[config.mk]
export PLATFORM = sky130hd
export DESIGN_NAME = trap_entry_csr
export DESIGN_NICKNAME = d
export VERILOG_FILES = /design/src/rtl/trap_entry_pkg.sv /design/src/rtl/trap_fault_latch.sv /design/src/rtl/trap_route.sv /design/src/rtl/trap_value_sel.sv /design/src/rtl/trap_entry_csr.sv
export SDC_FILE = /design/constraint.sdc
export NUM_CORES = 1
export LEC_CHECK = 0
export BUFFER_PORTS_ARGS = -buffer_cell sky130_fd_sc_hd__buf_2
export CAP_MARGIN = 0
export CORE_AREA = 2 2 427 429
export DETAILED_ROUTE_END_ITERATION = 16
export DIE_AREA = 0 0 429 431
export GPL_TIMING_DRIVEN = 0
export RECOVER_POWER = 100
export SYNTH_ARGS = -nofsm -noshare
export SYNTH_HDL_FRONTEND = slang
export SYNTH_SLANG_ARGS = --single-unit
[constraint.sdc]
create_clock -name clk -period 5.9 [get_ports clk]
set_input_delay 0.59 -clock clk [delete_from_list [all_inputs] [get_ports clk]]
set_output_delay 0.59 -clock clk [all_outputs]
set_load 0.01 [all_outputs]
[src/rtl/trap_entry_pkg.sv]
package trap_entry_pkg;

   typedef enum logic [1:0] {
      CLS_OTHER = 2'd0,
      CLS_DATA  = 2'd1,
      CLS_FETCH = 2'd2
   } tcls_e;

   typedef enum logic [1:0] {
      FK_XLATE = 2'd0,
      FK_BUS   = 2'd1,
      FK_MISAL = 2'd2
   } fkind_e;

   localparam logic [1:0] ACC_FETCH = 2'd0;
   localparam logic [1:0] ACC_LOAD  = 2'd1;
   localparam logic [1:0] ACC_STORE = 2'd2;

   localparam logic [1:0] PRIV_S = 2'd1;
   localparam logic [1:0] PRIV_M = 2'd3;

   // Sort a cause into the class that decides which values are recorded.
   function automatic tcls_e classify(input logic [7:0] code, input logic is_async);
      if (is_async) return CLS_OTHER;
      case (code)
         8'd4, 8'd5, 8'd6, 8'd7, 8'd13, 8'd15, 8'd21, 8'd23: return CLS_DATA;
         8'd0, 8'd1, 8'd12, 8'd20:                           return CLS_FETCH;
         default:                                            return CLS_OTHER;
      endcase
   endfunction

endpackage

[src/rtl/trap_fault_latch.sv]
module trap_fault_latch
   import trap_entry_pkg::*;
(
   input  logic       clk,
   input  logic       rst_n,
   input  logic       take_i,
   input  logic       rec_i,
   input  logic [1:0] rec_kind_i,
   input  logic [1:0] rec_acc_i,
   input  logic       rec_two_stage_i,
   input  logic       rec_walk_i,
   output logic       two_stage_o,
   output logic       walk_o,
   output logic [1:0] acc_o
);

   logic       ts_q;
   logic       wk_q;
   logic [1:0] acc_q;

   always_ff @(posedge clk) begin
      if (!rst_n) begin
         ts_q  <= 1'b0;
         wk_q  <= 1'b0;
         acc_q <= ACC_FETCH;
      end else if (take_i) begin
         ts_q <= 1'b0;
         wk_q <= 1'b0;
      end else if (rec_i) begin
         ts_q <= rec_two_stage_i;
         if (rec_kind_i == FK_XLATE) begin
            wk_q  <= rec_walk_i;
            acc_q <= rec_walk_i ? ACC_LOAD : rec_acc_i;
         end else begin
            wk_q  <= 1'b0;
            acc_q <= rec_acc_i;
         end
      end
   end

   assign two_stage_o = ts_q;
   assign walk_o      = wk_q;
   assign acc_o       = acc_q;

   assert_take_clears_R8: assert property (@(posedge clk) disable iff (!rst_n)
      take_i |=> (!ts_q && !wk_q));

   assert_walk_is_load_R9: assert property (@(posedge clk) disable iff (!rst_n)
      (rec_i && !take_i && rec_kind_i == FK_XLATE && rec_walk_i) |=> (wk_q && acc_q == ACC_LOAD));

   assert_bus_clears_walk_R9: assert property (@(posedge clk) disable iff (!rst_n)
      (rec_i && !take_i && rec_kind_i != FK_XLATE) |=> !wk_q);

endmodule

[src/rtl/trap_route.sv]
module trap_route #(
   parameter int XLEN    = 64,
   parameter int CAUSE_W = 5
) (
   input  logic               async_i,
   input  logic [CAUSE_W-1:0] cause_i,
   input  logic [XLEN-1:0]    mideleg_i,
   input  logic [XLEN-1:0]    medeleg_i,
   input  logic [XLEN-1:0]    stvec_i,
   input  logic [XLEN-1:0]    mtvec_i,
   output logic               to_s_o,
   output logic [XLEN-1:0]    npc_o
);

   localparam int PAD_W = XLEN - CAUSE_W - 2;

   logic [XLEN-1:0] deleg;
   logic [XLEN-1:0] tvec;
   logic [XLEN-1:0] base;
   logic [XLEN-1:0] offset;

   always_comb begin
      deleg  = async_i ? mideleg_i : medeleg_i;
      to_s_o = deleg[cause_i];
      tvec   = to_s_o ? stvec_i : mtvec_i;
      base   = {tvec[XLEN-1:2], 2'b00};
      offset = (async_i && tvec[1:0] == 2'b01) ? {{PAD_W{1'b0}}, cause_i, 2'b00} : '0;
      npc_o  = base + offset;
   end

endmodule

[src/rtl/trap_value_sel.sv]
module trap_value_sel
   import trap_entry_pkg::*;
#(
   parameter int XLEN    = 64,
   parameter int CAUSE_W = 5
) (
   input  logic               async_i,
   input  logic [CAUSE_W-1:0] cause_i,
   input  logic               walk_i,
   input  logic [XLEN-1:0]    addr_i,
   input  logic [XLEN-1:0]    gpa_i,
   input  logic [XLEN-1:0]    xinst_i,
   output tcls_e              cls_o,
   output logic [XLEN-1:0]    tval_o,
   output logic [XLEN-1:0]    t2_o,
   output logic [XLEN-1:0]    tinst_o
);

   logic [XLEN-1:0] pseudo;

   generate
      if (XLEN == 32) begin : g_pseudo32
         assign pseudo = XLEN'(32'h0000_2000);
      end else begin : g_pseudo64
         assign pseudo = XLEN'(32'h0000_3000);
      end
   endgenerate

   always_comb begin
      cls_o   = classify(8'(cause_i), async_i);
      tval_o  = '0;
      t2_o    = '0;
      tinst_o = '0;
      case (cls_o)
         CLS_DATA: begin
            tval_o  = addr_i;
            t2_o    = gpa_i;
            tinst_o = walk_i ? pseudo : xinst_i;
         end
         CLS_FETCH: begin
            tval_o  = addr_i;
            t2_o    = gpa_i;
            tinst_o = walk_i ? pseudo : '0;
         end
         default: ;
      endcase
   end

endmodule

[src/rtl/trap_entry_csr.sv]
module trap_entry_csr
   import trap_entry_pkg::*;
#(
   parameter int              XLEN     = 64,
   parameter int              CAUSE_W  = 5,
   parameter logic [XLEN-1:0] RESET_PC = XLEN'(32'h0000_1000)
) (
   input  logic               clk,
   input  logic               rst_n,
   input  logic               take_i,
   input  logic               async_i,
   input  logic [CAUSE_W-1:0] cause_i,
   input  logic [XLEN-1:0]    pc_i,
   input  logic [XLEN-1:0]    addr_i,
   input  logic [XLEN-1:0]    gpa_i,
   input  logic [XLEN-1:0]    xinst_i,
   input  logic [XLEN-1:0]    mideleg_i,
   input  logic [XLEN-1:0]    medeleg_i,
   input  logic [XLEN-1:0]    stvec_i,
   input  logic [XLEN-1:0]    mtvec_i,
   input  logic               rec_i,
   input  logic [1:0]         rec_kind_i,
   input  logic [1:0]         rec_acc_i,
   input  logic               rec_two_stage_i,
   input  logic               rec_walk_i,
   output logic [XLEN-1:0]    sepc_o,
   output logic [XLEN-1:0]    stval_o,
   output logic [XLEN-1:0]    htval_o,
   output logic [XLEN-1:0]    htinst_o,
   output logic [XLEN-1:0]    mepc_o,
   output logic [XLEN-1:0]    mtval_o,
   output logic [XLEN-1:0]    mtval2_o,
   output logic [XLEN-1:0]    mtinst_o,
   output logic [XLEN-1:0]    pc_o,
   output logic [1:0]         priv_o,
   output logic               two_stage_o,
   output logic               walk_o,
   output logic [1:0]         acc_o
);

   localparam int              NBANK     = 2;
   localparam int              BANK_S    = 0;
   localparam logic [XLEN-1:0] PSEUDO_TI = (XLEN == 32) ? XLEN'(32'h0000_2000) : XLEN'(32'h0000_3000);

   generate
      if (!(XLEN == 32 || XLEN == 64)) begin : g_bad_xlen
         $error("trap_entry_csr: XLEN must be 32 or 64");
      end
      if (CAUSE_W < 1 || CAUSE_W > 8 || (1 << CAUSE_W) > XLEN) begin : g_bad_cause
         $error("trap_entry_csr: CAUSE_W must index a delegation bit and fit 8 bits");
      end
   endgenerate

   logic            to_s;
   logic [XLEN-1:0] npc;
   tcls_e           cls;
   logic [XLEN-1:0] nx_tval, nx_t2, nx_tinst;
   logic            walk_q;
   logic [XLEN-1:0] pc_q;
   logic [1:0]      priv_q;

   trap_fault_latch u_latch (
      .clk             (clk),
      .rst_n           (rst_n),
      .take_i          (take_i),
      .rec_i           (rec_i),
      .rec_kind_i      (rec_kind_i),
      .rec_acc_i       (rec_acc_i),
      .rec_two_stage_i (rec_two_stage_i),
      .rec_walk_i      (rec_walk_i),
      .two_stage_o     (two_stage_o),
      .walk_o          (walk_q),
      .acc_o           (acc_o)
   );

   trap_route #(.XLEN(XLEN), .CAUSE_W(CAUSE_W)) u_route (
      .async_i   (async_i),
      .cause_i   (cause_i),
      .mideleg_i (mideleg_i),
      .medeleg_i (medeleg_i),
      .stvec_i   (stvec_i),
      .mtvec_i   (mtvec_i),
      .to_s_o    (to_s),
      .npc_o     (npc)
   );

   trap_value_sel #(.XLEN(XLEN), .CAUSE_W(CAUSE_W)) u_vsel (
      .async_i (async_i),
      .cause_i (cause_i),
      .walk_i  (walk_q),
      .addr_i  (addr_i),
      .gpa_i   (gpa_i),
      .xinst_i (xinst_i),
      .cls_o   (cls),
      .tval_o  (nx_tval),
      .t2_o    (nx_t2),
      .tinst_o (nx_tinst)
   );

   // One register bank per target level; bank 0 is supervisor, bank 1 machine.
   generate
      for (genvar b = 0; b < NBANK; b++) begin : g_bank
         localparam logic IS_S = (b == BANK_S);
         logic            sel;
         logic [XLEN-1:0] epc_q, tval_q, t2_q, ti_q;

         assign sel = take_i && (to_s == IS_S);

         always_ff @(posedge clk) begin
            if (!rst_n) begin
               epc_q  <= '0;
               tval_q <= '0;
               t2_q   <= '0;
               ti_q   <= '0;
            end else if (sel) begin
               epc_q  <= pc_i;
               tval_q <= nx_tval;
               t2_q   <= nx_t2;
               ti_q   <= nx_tinst;
            end
         end
      end
   endgenerate

   always_ff @(posedge clk) begin
      if (!rst_n) begin
         pc_q   <= RESET_PC;
         priv_q <= PRIV_M;
      end else if (take_i) begin
         pc_q   <= npc;
         priv_q <= to_s ? PRIV_S : PRIV_M;
      end
   end

   assign sepc_o   = g_bank[0].epc_q;
   assign stval_o  = g_bank[0].tval_q;
   assign htval_o  = g_bank[0].t2_q;
   assign htinst_o = g_bank[0].ti_q;
   assign mepc_o   = g_bank[1].epc_q;
   assign mtval_o  = g_bank[1].tval_q;
   assign mtval2_o = g_bank[1].t2_q;
   assign mtinst_o = g_bank[1].ti_q;
   assign pc_o     = pc_q;
   assign priv_o   = priv_q;
   assign walk_o   = walk_q;

   assert_priv_legal_R1: assert property (@(posedge clk) disable iff (!rst_n)
      (priv_q == PRIV_S || priv_q == PRIV_M));

   assert_hold_R10: assert property (@(posedge clk) disable iff (!rst_n)
      !take_i |=> ($stable(pc_q) && $stable(priv_q) && $stable(sepc_o) && $stable(mepc_o)
                   && $stable(htinst_o) && $stable(mtinst_o) && $stable(stval_o) && $stable(mtval_o)));

   assert_s_keeps_m_R6: assert property (@(posedge clk) disable iff (!rst_n)
      (take_i && to_s) |=> ($stable(mepc_o) && $stable(mtval_o) && $stable(mtval2_o) && $stable(mtinst_o)));

   assert_m_keeps_s_R6: assert property (@(posedge clk) disable iff (!rst_n)
      (take_i && !to_s) |=> ($stable(sepc_o) && $stable(stval_o) && $stable(htval_o) && $stable(htinst_o)));

   assert_pseudo_R3: assert property (@(posedge clk) disable iff (!rst_n)
      (take_i && walk_q && cls != CLS_OTHER) |=> (((priv_q == PRIV_S) ? htinst_o : mtinst_o) == PSEUDO_TI));

   assert_other_zero_R5: assert property (@(posedge clk) disable iff (!rst_n)
      (take_i && cls == CLS_OTHER) |=>
         (((priv_q == PRIV_S) ? (stval_o | htval_o | htinst_o) : (mtval_o | mtval2_o | mtinst_o)) == '0));

   assert_sync_pc_align_R7: assert property (@(posedge clk) disable iff (!rst_n)
      (take_i && !async_i) |=> (pc_q[1:0] == 2'b00));

endmodule

==> impl_metrics.ini <==
[status]
status = completed

[sta]
slew_violations = 0
setup_violations = 0
finalHoldViolations = 0
rsz0062_at_grt = yes
finalClockSkew_ns = 0.01670
layout_min_cycle_time_ns = 5.735
slew_headroom_pct = 6.425
tightest_slew_ns = 1.404
fmax_mhz = 174.4
min_period_over_period_pct = 97.21
whs_ns = 0.1448

[worst_setup_path]
cp-startpoint = cause_i[2]
timing.rr.end = htinst_o[41]$_SDFFE_PN0P_
critPathLaunchType = input port
regToRegStartpoint = u_latch.walk_o$_SDFFE_PP0P_
required_ns = 6.48
worstPathMaxFanout = 10
path_class = input port to flip-flop
cp-end-kind = flip-flop
r2r_setup_slack_ns = 2.90
reg2reg_depth = 5
cp_data_arrival_time_ns = 6.31
crit_end = pc_o[60]$_SDFFE_PN0P_

[routing]
vias = 28919
wl_per_cell_microns = 26.98
first_pass_iters = 6
drc = 0
dr.first_iter.drc_count = 2129
antenna_left = 0
wl_microns = 183600
viasPerCell = 4.249

[logic_synthesis]
ys_seq_area_share_pct = 46.74
synth_edf_count = 0
syn-mean-instance-area_sq_um = 7.675
synth.top_cell.area_share_pct = 46.74
ys.flop_type = dfxtp_1
syn_inst = 3231
ys_ff_latch = 579
yosysWarnings = 0
synth_area_sq_um = 24800
synth_top_area_cell = dfxtp_1
async_flop_share_pct = 0
yosys-top-cells-area = dfxtp_1, nand2_1, a21oi_1
synthDistinctLibCells = 70

[clock_tree]
clk_latency_ns = 0.69
cts-root-buf = clkbuf_16
cts_tree = built
clk_pin_slew_ns = 0.06
cts_buffer_depth = 3
hold_buffers = 0
htreeDepth = 3
cts_buffers = 75
cts_sinks = 579

[floorplan]
coreArea_sq_um = 180200
die_h_microns = 431
dieWidth_microns = 429
rows = 156
initial_core_util_pct = 13.76
io_pins = 1110
die_area_sq_um = 184900

[layout]
final_layout_size_suffix_gt1_share_pct = 16.19
final_nets = 4887
area_delta_synth_final_pct = 41.31
fillers = 20776
layout.cells.non_filler = 6806
final_common_cell = nand2_1
layout_common_cells = nand2_1, clkbuf_1, dfxtp_1

[job]
max_cap_viol_count = 0

[grt]
antenna_found_initial = 81
grt_pass1_wl_microns = 238800
grt_pass1_vias = 27094
grt_remaining_overflow = 0
track_usage_pct = 18.90
grt_max_degree = 14

[placed_design]
dp_hpwl_microns = 154600
dp_cells = 6644
io_buffers = 1039
gp_congestion = 0.9901

[power_and_ir_drop]
powerDensity_nw_per_um2 = 306.8
p_leak_nw = 12.09
peakVddDrop_v = 0.0001754

[min_path]
hold_path.class = input port to flip-flop
## repair_timing
item                                    4_1_cts  5_1_grt
resized for setup                            23        4
endpoints found under the setup margin       58       14
endpoints found under the hold margin         0        0
pin swaps                                     0        1
buffers inserted                              0        1
## logic make-up (layout without fill, tap and decap cells)
kind of cell	Yosys count	in the layout	synth area share, %
AOI/OAI and AO/OA	691	691	15.32
xor gates and xnor gates	83	83	2.932
adders and majority gates	9	9	0.4743
buffers and inverters	271	1450	4.834
DFF	579	579	46.74
muxes	43	43	2.074
other	2	28	0.03029
and+or+nand+nor	1553	1553	27.59
## worst min-delay path by stage
stage,slack [ns],to,start,cells after the start
6_report,0.14,sepc_o[27]$_SDFFE_PN0P_,pc_i[27],3
3_5_place_dp,0.44,mepc_o[12]$_SDFFE_PN0P_,mepc_o[12]$_SDFFE_PN0P_,2
2_1_floorplan,0.48,u_latch.acc_o[0]$_SDFFE_PN0P_,u_latch.acc_o[0]$_SDFFE_PN0P_,2
4_1_cts,0.06,sepc_o[45]$_SDFFE_PN0P_,pc_i[45],3
3_3_place_gp,0.44,htval_o[36]$_SDFFE_PN0P_,htval_o[36]$_SDFFE_PN0P_,2
5_1_grt,0.10,mepc_o[34]$_SDFFE_PN0P_,pc_i[34],3
## cell type report
class	count	area (sq um)	share of cell area, %
Multi-Input combinational cell	2382	12060	34.41
Buffer	250	1146	3.271
Tap cell	2370	2965	8.462
Timing Repair Buffer	1043	4532	12.93
Sequential cell	579	11590	33.08
Clock inverter	36	485.5	1.385
Antenna cell	25	62.56	0.1785
Inverter	20	75.07	0.2142
Clock buffer	101	2125	6.063
## sequential cells by signal (all words and copies together), names as in the netlist
signal / cells
pc_o: 62
mtval_o: 64
htinst_o: 64
htval_o: 64
u_latch.two_stage_o: 1
mtval2_o: 64
mtinst_o: 64
sepc_o: 64
mepc_o: 64
stval_o: 64
priv_o: 1
u_latch.acc_o: 2
u_latch.walk_o: 1
## report_power, final
part | internal, W | switching (W) | leakage [nW]
sequential | 0.00405 | 0.0000826 | 4.70
combinational | 0.000458 | 0.00122 | 6.12
clock | 0.00291 | 0.00203 | 1.27
## Yosys cell counts, types with 5 or more instances
cell / number
a211oi_1: 8
a21oi_1: 558
a32o_1: 18
and2_1: 8
and3_1: 24
and4_1: 11
buf_1: 14
buf_2: 74
buf_4: 10
clkbuf_1: 147
dfxtp_1: 579
ha_1: 7
inv_1: 18
mux2i_1: 33
mux4_2: 6
nand2_1: 1032
nand3_1: 187
nand4_1: 33
nor2_1: 40
nor2b_1: 134
nor3_1: 30
nor3b_1: 6
nor4_1: 11
o2111ai_1: 7
o211ai_1: 27
o21ai_0: 36
o22ai_1: 5
or3_1: 15
or4_1: 5
xnor2_1: 44
xor2_1: 39
## per-stage QoR
stage	utilization, %	TNS [ns]	cell area, sq um	setup slack (ns)	power (W)
after CTS	19.82	0	35700	0.03051	0.01092
after detailed placement	18.33	-113.11	33020	-2.804	0.005943
final	19.45	0	35040	0.1646	0.01075
after global routing	19.44	-0.02677	35030	-0.01493	0.01113
after floorplan	-	0	24800	0.9884	0.004950
after global placement	18.30	-123.31	32970	-2.767	0.005932
## routing by layer
| layer | vias to the layer above | share of wire [%] | global-route usage [%] | routed length (microns) |
|---|---|---|---|---|
| li1 | 13120 | - | - | - |
| met1 | 13977 | 37 | 20.74 | 68120 |
| met2 | 1384 | 50 | 33.53 | 91060 |
| met3 | 376 | 8.6 | 5.991 | 15710 |
| met4 | 62 | 4.5 | 7.745 | 8324 |
| met5 | - | 0.23 | 0 | 415 |
## worst max-delay path, stage by stage
cell and delay (ns):
buf_2 0.29, inv_1 0.19, a311o_1 0.35, o31a_1 0.43, and4_1 0.26, buf_2 0.17
nor2_2 0.13, buf_6 0.25, buf_6 0.28, nand3b_1 0.25, nand2_1 0.22, and3_1 0.18
ha_1 0.15, inv_1 0.05, fa_1 0.38, nor2b_1 0.17, o21a_1 0.16, o21a_1 0.23
buf_6 0.22, o2111ai_2 0.37, nor4_1 0.43, xnor2_1 0.16, nand2_1 0.07, a32o_1 0.28
Note: power is estimated with default switching activity, not from simulation.
